`config.mk`:
```
export PLATFORM = sky130hd
export DESIGN_NAME = i2cm_regs
export DESIGN_NICKNAME = d
export VERILOG_FILES = /design/src/rtl/i2cm_regs_pkg.sv /design/src/rtl/i2cm_fifo_port.sv /design/src/rtl/i2cm_irq_unit.sv /design/src/rtl/i2cm_regs.sv
export SDC_FILE = /design/constraint.sdc
export NUM_CORES = 1
export LEC_CHECK = 0
export CORE_UTILIZATION = 41
export DETAILED_ROUTE_END_ITERATION = 7
export PLACE_DENSITY = 0.77
export SYNTH_ARGS = -nofsm -noshare
export SYNTH_HDL_FRONTEND = slang
export SYNTH_HIERARCHICAL = 1
export SYNTH_SLANG_ARGS = --single-unit
```
`constraint.sdc`:
```
create_clock -name clk -period 1.7 [get_ports clk]
set_clock_uncertainty 0.15 [all_clocks]
set_input_delay 0.255 -clock clk [delete_from_list [all_inputs] [get_ports clk]]
set_output_delay 0.255 -clock clk [all_outputs]
set_load 0.1 [all_outputs]
```
`src/rtl/i2cm_regs_pkg.sv`:
```
package i2cm_regs_pkg;
  localparam int DATA_W = 32;
  localparam int NIRQ   = 5;
  localparam int CMD_W  = 10;

  // word indices (byte offset / 4)
  localparam int IX_CMD   = 0;
  localparam int IX_RXD   = 1;
  localparam int IX_CTL   = 2;
  localparam int IX_IEN   = 3;
  localparam int IX_IST   = 4;
  localparam int IX_STAT  = 5;
  localparam int IX_CLVL  = 6;
  localparam int IX_RLVL  = 7;
  localparam int IX_SLOW  = 8;
  localparam int IX_SHIGH = 9;
  localparam int IX_HOLD  = 10;

  // status / enable bit positions
  localparam int B_TXR  = 0;
  localparam int B_RXR  = 1;
  localparam int B_NACK = 2;
  localparam int B_ARB  = 3;
  localparam int B_OVF  = 4;

  function automatic logic tx_ready_f(input logic [7:0] lvl, input logic [1:0] thr);
    return lvl <= {6'b0, thr};
  endfunction

  function automatic logic rx_ready_f(input logic [7:0] lvl, input logic [1:0] thr);
    return lvl > {6'b0, thr};
  endfunction

  function automatic logic irq_f(input logic [NIRQ-1:0] st, input logic [NIRQ-1:0] en);
    return |(st & en);
  endfunction
endpackage

```
`src/rtl/i2cm_fifo_port.sv`:
```
module i2cm_fifo_port #(
  parameter int LVL_W      = 3,
  parameter int FIFO_DEPTH = 4,
  parameter int CMD_W      = 10
) (
  input  logic             wr_cmd,
  input  logic             rd_rx,
  input  logic             core_en,
  input  logic [CMD_W-1:0] wdata,
  input  logic [LVL_W-1:0] cmd_level,
  input  logic [LVL_W-1:0] rx_level,
  input  logic [7:0]       rx_head,
  output logic             cmd_push,
  output logic [CMD_W-1:0] cmd_data,
  output logic             rx_pop,
  output logic [7:0]       rx_word
);
  localparam logic [LVL_W-1:0] FULL_LVL = LVL_W'(FIFO_DEPTH);

  logic rx_has_data;
  assign rx_has_data = (rx_level != '0);

  assign cmd_push = wr_cmd & core_en & (cmd_level < FULL_LVL);
  assign cmd_data = wdata;
  assign rx_pop   = rd_rx & rx_has_data;
  assign rx_word  = rx_has_data ? rx_head : 8'h00;
endmodule

```
`src/rtl/i2cm_irq_unit.sv`:
```
module i2cm_irq_unit
  import i2cm_regs_pkg::*;
(
  input  logic            clk,
  input  logic            rst_n,
  input  logic            core_en,
  input  logic            tx_rdy,
  input  logic            rx_rdy,
  input  logic            ev_nack,
  input  logic            ev_arb,
  input  logic            ev_rx_ovf,
  input  logic [NIRQ-1:0] w1c_mask,
  input  logic [NIRQ-1:0] ien_q,
  output logic [NIRQ-1:0] status_q,
  output logic            irq
);
  logic [NIRQ-1:0] set_vec;
  assign set_vec[B_TXR]  = tx_rdy;
  assign set_vec[B_RXR]  = rx_rdy;
  assign set_vec[B_NACK] = ev_nack;
  assign set_vec[B_ARB]  = ev_arb;
  assign set_vec[B_OVF]  = ev_rx_ovf;

  for (genvar i = 0; i < NIRQ; i++) begin : g_bit
    always_ff @(posedge clk or negedge rst_n) begin
      if (!rst_n)        status_q[i] <= 1'b0;
      else if (!core_en) status_q[i] <= 1'b0;
      else               status_q[i] <= (status_q[i] & ~w1c_mask[i]) | set_vec[i];
    end
  end

  assign irq = irq_f(status_q, ien_q);
endmodule

```
`src/rtl/i2cm_regs.sv`:
```
module i2cm_regs
  import i2cm_regs_pkg::*;
#(
  parameter int ADDR_W     = 6,
  parameter int LVL_W      = 3,
  parameter int FIFO_DEPTH = 4,
  parameter int CNT_W      = 16
) (
  input  logic              clk,
  input  logic              rst_n,
  input  logic              bus_wr,
  input  logic              bus_rd,
  input  logic [ADDR_W-1:0] bus_addr,
  input  logic [31:0]       bus_wdata,
  output logic [31:0]       bus_rdata,
  output logic              cmd_push,
  output logic [9:0]        cmd_data,
  input  logic [LVL_W-1:0]  cmd_level,
  output logic              rx_pop,
  input  logic [7:0]        rx_head,
  input  logic [LVL_W-1:0]  rx_level,
  input  logic              core_busy,
  input  logic              ev_nack,
  input  logic              ev_arb,
  input  logic              ev_rx_ovf,
  output logic              core_enable,
  output logic              bus_fast,
  output logic              core_rst,
  output logic [CNT_W-1:0]  scl_low_cnt,
  output logic [CNT_W-1:0]  scl_high_cnt,
  output logic [CNT_W-1:0]  sda_hold_cnt,
  output logic              irq
);
  localparam int IDX_W = ADDR_W - 2;

  logic [IDX_W-1:0] idx;
  logic             word_ok, wr_hit, rd_hit;
  logic [5:0]       ctl_q;
  logic [NIRQ-1:0]  ien_q, status_q, w1c_mask;
  logic             core_en_w, tx_rdy, rx_rdy;
  logic [7:0]       rx_word;
  logic [31:0]      rd_mux;
  logic             unused_hi;

  assign idx     = bus_addr[ADDR_W-1:2];
  assign word_ok = (bus_addr[1:0] == 2'b00);
  assign wr_hit  = bus_wr & word_ok;
  assign rd_hit  = bus_rd & word_ok;
  assign unused_hi = ^bus_wdata[31:CNT_W];

  assign core_en_w   = ctl_q[0];
  assign core_enable = ctl_q[0];
  assign bus_fast    = ctl_q[1];
  assign core_rst    = ~ctl_q[0];

  // writable registers
  always_ff @(posedge clk or negedge rst_n) begin
    if (!rst_n) begin
      ctl_q        <= '0;
      ien_q        <= '0;
      scl_low_cnt  <= '0;
      scl_high_cnt <= '0;
      sda_hold_cnt <= '0;
    end else if (wr_hit) begin
      if (idx == IDX_W'(IX_CTL))   ctl_q        <= bus_wdata[5:0];
      if (idx == IDX_W'(IX_IEN))   ien_q        <= bus_wdata[NIRQ-1:0];
      if (idx == IDX_W'(IX_SLOW))  scl_low_cnt  <= bus_wdata[CNT_W-1:0];
      if (idx == IDX_W'(IX_SHIGH)) scl_high_cnt <= bus_wdata[CNT_W-1:0];
      if (idx == IDX_W'(IX_HOLD))  sda_hold_cnt <= bus_wdata[CNT_W-1:0];
    end
  end

  assign w1c_mask = (wr_hit && idx == IDX_W'(IX_IST)) ? bus_wdata[NIRQ-1:0] : '0;
  assign tx_rdy   = tx_ready_f(8'(cmd_level), ctl_q[3:2]);
  assign rx_rdy   = rx_ready_f(8'(rx_level), ctl_q[5:4]);

  i2cm_fifo_port #(.LVL_W(LVL_W), .FIFO_DEPTH(FIFO_DEPTH), .CMD_W(CMD_W)) u_port (
    .wr_cmd   (wr_hit && idx == IDX_W'(IX_CMD)),
    .rd_rx    (rd_hit && idx == IDX_W'(IX_RXD)),
    .core_en  (core_en_w),
    .wdata    (bus_wdata[CMD_W-1:0]),
    .cmd_level(cmd_level),
    .rx_level (rx_level),
    .rx_head  (rx_head),
    .cmd_push (cmd_push),
    .cmd_data (cmd_data),
    .rx_pop   (rx_pop),
    .rx_word  (rx_word)
  );

  i2cm_irq_unit u_irq (
    .clk      (clk),
    .rst_n    (rst_n),
    .core_en  (core_en_w),
    .tx_rdy   (tx_rdy),
    .rx_rdy   (rx_rdy),
    .ev_nack  (ev_nack),
    .ev_arb   (ev_arb),
    .ev_rx_ovf(ev_rx_ovf),
    .w1c_mask (w1c_mask),
    .ien_q    (ien_q),
    .status_q (status_q),
    .irq      (irq)
  );

  always_comb begin
    rd_mux = '0;
    case (idx)
      IDX_W'(IX_RXD):   rd_mux = 32'(rx_word);
      IDX_W'(IX_CTL):   rd_mux = 32'(ctl_q);
      IDX_W'(IX_IEN):   rd_mux = 32'(ien_q);
      IDX_W'(IX_IST):   rd_mux = 32'(status_q);
      IDX_W'(IX_STAT):  rd_mux = 32'(core_busy);
      IDX_W'(IX_CLVL):  rd_mux = 32'(cmd_level);
      IDX_W'(IX_RLVL):  rd_mux = 32'(rx_level);
      IDX_W'(IX_SLOW):  rd_mux = 32'(scl_low_cnt);
      IDX_W'(IX_SHIGH): rd_mux = 32'(scl_high_cnt);
      IDX_W'(IX_HOLD):  rd_mux = 32'(sda_hold_cnt);
      default:          rd_mux = '0;
    endcase
  end

  always_ff @(posedge clk or negedge rst_n) begin
    if (!rst_n)      bus_rdata <= '0;
    else if (rd_hit) bus_rdata <= rd_mux;
  end
endmodule

```
==> results.py <==
metrics = {
    "synth": {
        "async_reset_ff_frac": 1.00,
        "syn_inst": 363,
        "synth_area_per_cell_um2": 12.1,
        "synth_area_leaders": "dfrtp_1 46%, mux2_2 12%, mux2_4 7.2%",
        "synth-edff-count": 0,
        "synth_top_flop_cell": "dfrtp_1",
        "ys_ff_latch": 80,
        "ys_types": 51,
        "yosysWarnings": 6,
        "netlist_area_um2": 4380,
        "yosysSeqAreaShare": 0.457,
        "yosysTopAreaCell": "dfrtp_1",
        "synth_top_area_frac": 0.457,
    },
    "detailed_routing": {
        "vias": 3574,
        "drtAntennaViolNets": 0,
        "viasPerCell": 5.39,
        "wl_per_cell_um": 20.2,
        "drc": 0,
        "drtIter0Drc": 320,
        "finalWirelength_um": 13400,
        "drt_first_pass_iters": 5,
    },
    "outcome": {
        "failed_checks": "setup timing",
        "status": "finished with violations",
    },
    "power": {
        "p_per_area_nw_per_um2": 1040,
        "ir_worst_vdd_mv": 0.730,
        "total_power_mw": 7.42,
        "leakage_nw": 3.31,
    },
    "critical_path": {
        "reg2reg_depth": 4,
        "slowest_stage": "or3b_4",
        "crit_fanout": 2,
        "cp_slowest_stage_delay_ps": 410,
        "r2r_setup_slack_ps": 80,
        "worstPathRequired_ps": 1290,
        "worstPathArrival_ps": 1440,
        "startpoint": "bus_addr[0]",
        "critPathCapture": "cmd_push",
        "r2r-start": "sda_hold_cnt[3]",
        "crit_chain": "buf_6 -> or3b_4 -> nor3_4 -> and2_4 -> and3b_4 -> buf_12",
        "worst_setup_path_end_kind": "output pin",
        "crit_type": "in2out",
        "cp-start-kind": "input pin",
        "r2r_end": "bus_rdata[3]",
    },
    "clock_tree": {
        "cts_htree_levels": 3,
        "ctsRootBufferMaster": "clkbuf_8",
        "cts_inserted_buffers": 9,
        "clock_latency_ps": 360,
        "cts_tree": "built",
        "clkSinkCount": 80,
        "clkTransAtPathRegs_ps": 90,
        "cts_buffer_depth": 2,
    },
    "global_route": {
        "grt_pass1_wl_um": 20800,
        "grt_use_total": 0.249,
        "grt-ovfl-total": 0,
        "first_global_vias": 3657,
        "antenna_found_initial": 0,
        "grt_max_degree": 81,
    },
    "die": {
        "dieWidth_um": 105,
        "dieArea_um2": 11100,
        "rows": 37,
        "ios": 156,
        "start_util": 0.424,
        "core_um2": 10300,
        "die_y_um": 105,
    },
    "final_layout": {
        "drive_gt1_frac": 0.497,
        "finalCoreUtilization": 0.693,
        "fin_nets": 586,
        "diodes": 0,
        "syn_to_final_growth_pct": 63.3,
        "final_area_um2": 7150,
    },
    "sta": {
        "fin_crit_sh": 1.09,
        "setup_viol": 3,
        "hold_violations": 0,
        "drv_slew": 0,
        "fmax_mhz": 542,
        "min_period_ps": 1850,
        "rsz0062_at_grt": "yes",
        "worst_slack_ps": -146,
    },
    "place": {
        "gp_congestion": 0.875,
        "placed_cell_area_um2": 6740,
        "port_buffers": 123,
        "place_hpwl_um": 9810,
    },
    "job": {
        "maxCapViolCount": 0,
    },
    "hold_path": {
        "hold_path.class": "in2async",
    },
}
[cells by family (layout without fill, tap and decap cells)]
logic type / count (synthesis) / after routing / synth area share
compound gates: 77 / 77 / 0.135
fa+ha+maj: 4 / 4 / 0.0114
buf+inv: 59 / 208 / 0.0846
flops: 80 / 80 / 0.457
mux: 80 / 80 / 0.220
other cells: 1 / 16 / 0.000857
simple gates: 62 / 62 / 0.0909
[worst min-delay path by stage]
stage / start / slack, ps / end
after global routing: rst_n / 320 / u_irq/status_q[4]
after global placement: rst_n / 160 / ctl_q[0]
after floorplan: rst_n / -190 / bus_rdata[0]
final: rst_n / 300 / u_irq/status_q[3]
after detailed placement: rst_n / 160 / u_irq/status_q[4]
after CTS: rst_n / 310 / u_irq/status_q[4]
[final cells by class]
class	instances	area (µm²)
Fill cell	708	3170
Clock buffer	10	128
Tap cell	136	170
Multi-Input combinational cell	239	2150
Inverter	12	48.8
Sequential cell	80	2020
Clock inverter	6	90.1
Timing Repair Buffer	180	2540
[timing repair]
item	CTS	global route
endpoints found under the setup margin	79	8
cloned	1	0
hold endpoints to repair	80	0
setup buffers	10	1
hold buffers	1	0
gates resized for setup	34	14
pin swaps	7	9
[sequential cells by signal (all words and copies together), names as in the netlist]
register and flops:
bus_rdata 16, scl_high_cnt 16, scl_low_cnt 16, sda_hold_cnt 16
ctl_q 6, ien_q 5, u_irq/status_q 5
[synth_stat cells, drive strengths merged, types with 7 or more instances]
master / n
dfrtp: 80
mux2: 67
buf: 43
nand2: 16
a22o: 15
o21ai: 14
mux2i: 13
inv: 12
nor2b: 10
o31a: 9
a21oi: 8
a22oi: 7
and2: 7
[report_power, final]
part	switching [mW]	internal (mW)
combinational	2.14	1.27
sequential	0.319	2.13
clock	0.723	0.835
[per-stage QoR]
step | setup TNS, ps | cells | setup slack (ps) | hold slack, ps
6_report | -373 | 663 | -146 | 298
5_1_grt | -491 | 663 | -179 | 322
4_1_cts | -406 | 662 | -194 | 308
3_5_place_dp | -42760 | 634 | -598 | 161
3_3_place_gp | -41010 | 634 | -567 | 159
2_1_floorplan | -212 | 378 | -132 | -191
[critical path: cells and delay by family]
| family | cells | cell delay (ps) |
|---|---|---|
| buffers and inverters | 2 | 260 |
| AND/OR/NAND/NOR | 4 | 910 |
[placed cells by master (no fill, tap or decap), types with 3 or more instances in the layout]
cell             instances
a21oi_1                  8
dfrtp_2                 15
buf_6                    8
nand2_8                  3
mux2_2                  45
o31a_1                   8
mux2i_1                 13
dfrtp_1                 64
nand2_1                 13
clkbuf_8                 9
o21a_1                   5
ha_1                     4
clkdlybuf4s50_1         31
a22oi_1                  6
mux2_4                  22
a22o_1                  15
nand3_1                  5
conb_1                  16
and2_1                   5
nand2b_1                 3
buf_12                  84
o21ai_0                 13
nor2b_1                 10
buf_4                   46
inv_1                   11
[per-layer routing]
| layer | part of all wire | GRT usage |
|---|---|---|
| met3 | 0.042 | 0.0513 |
| met1 | 0.43 | 0.323 |
| met2 | 0.51 | 0.422 |
| met4 | 0.018 | 0.0714 |
| met5 | 0 | 0 |
Note: power is estimated with default switching activity, not from simulation.
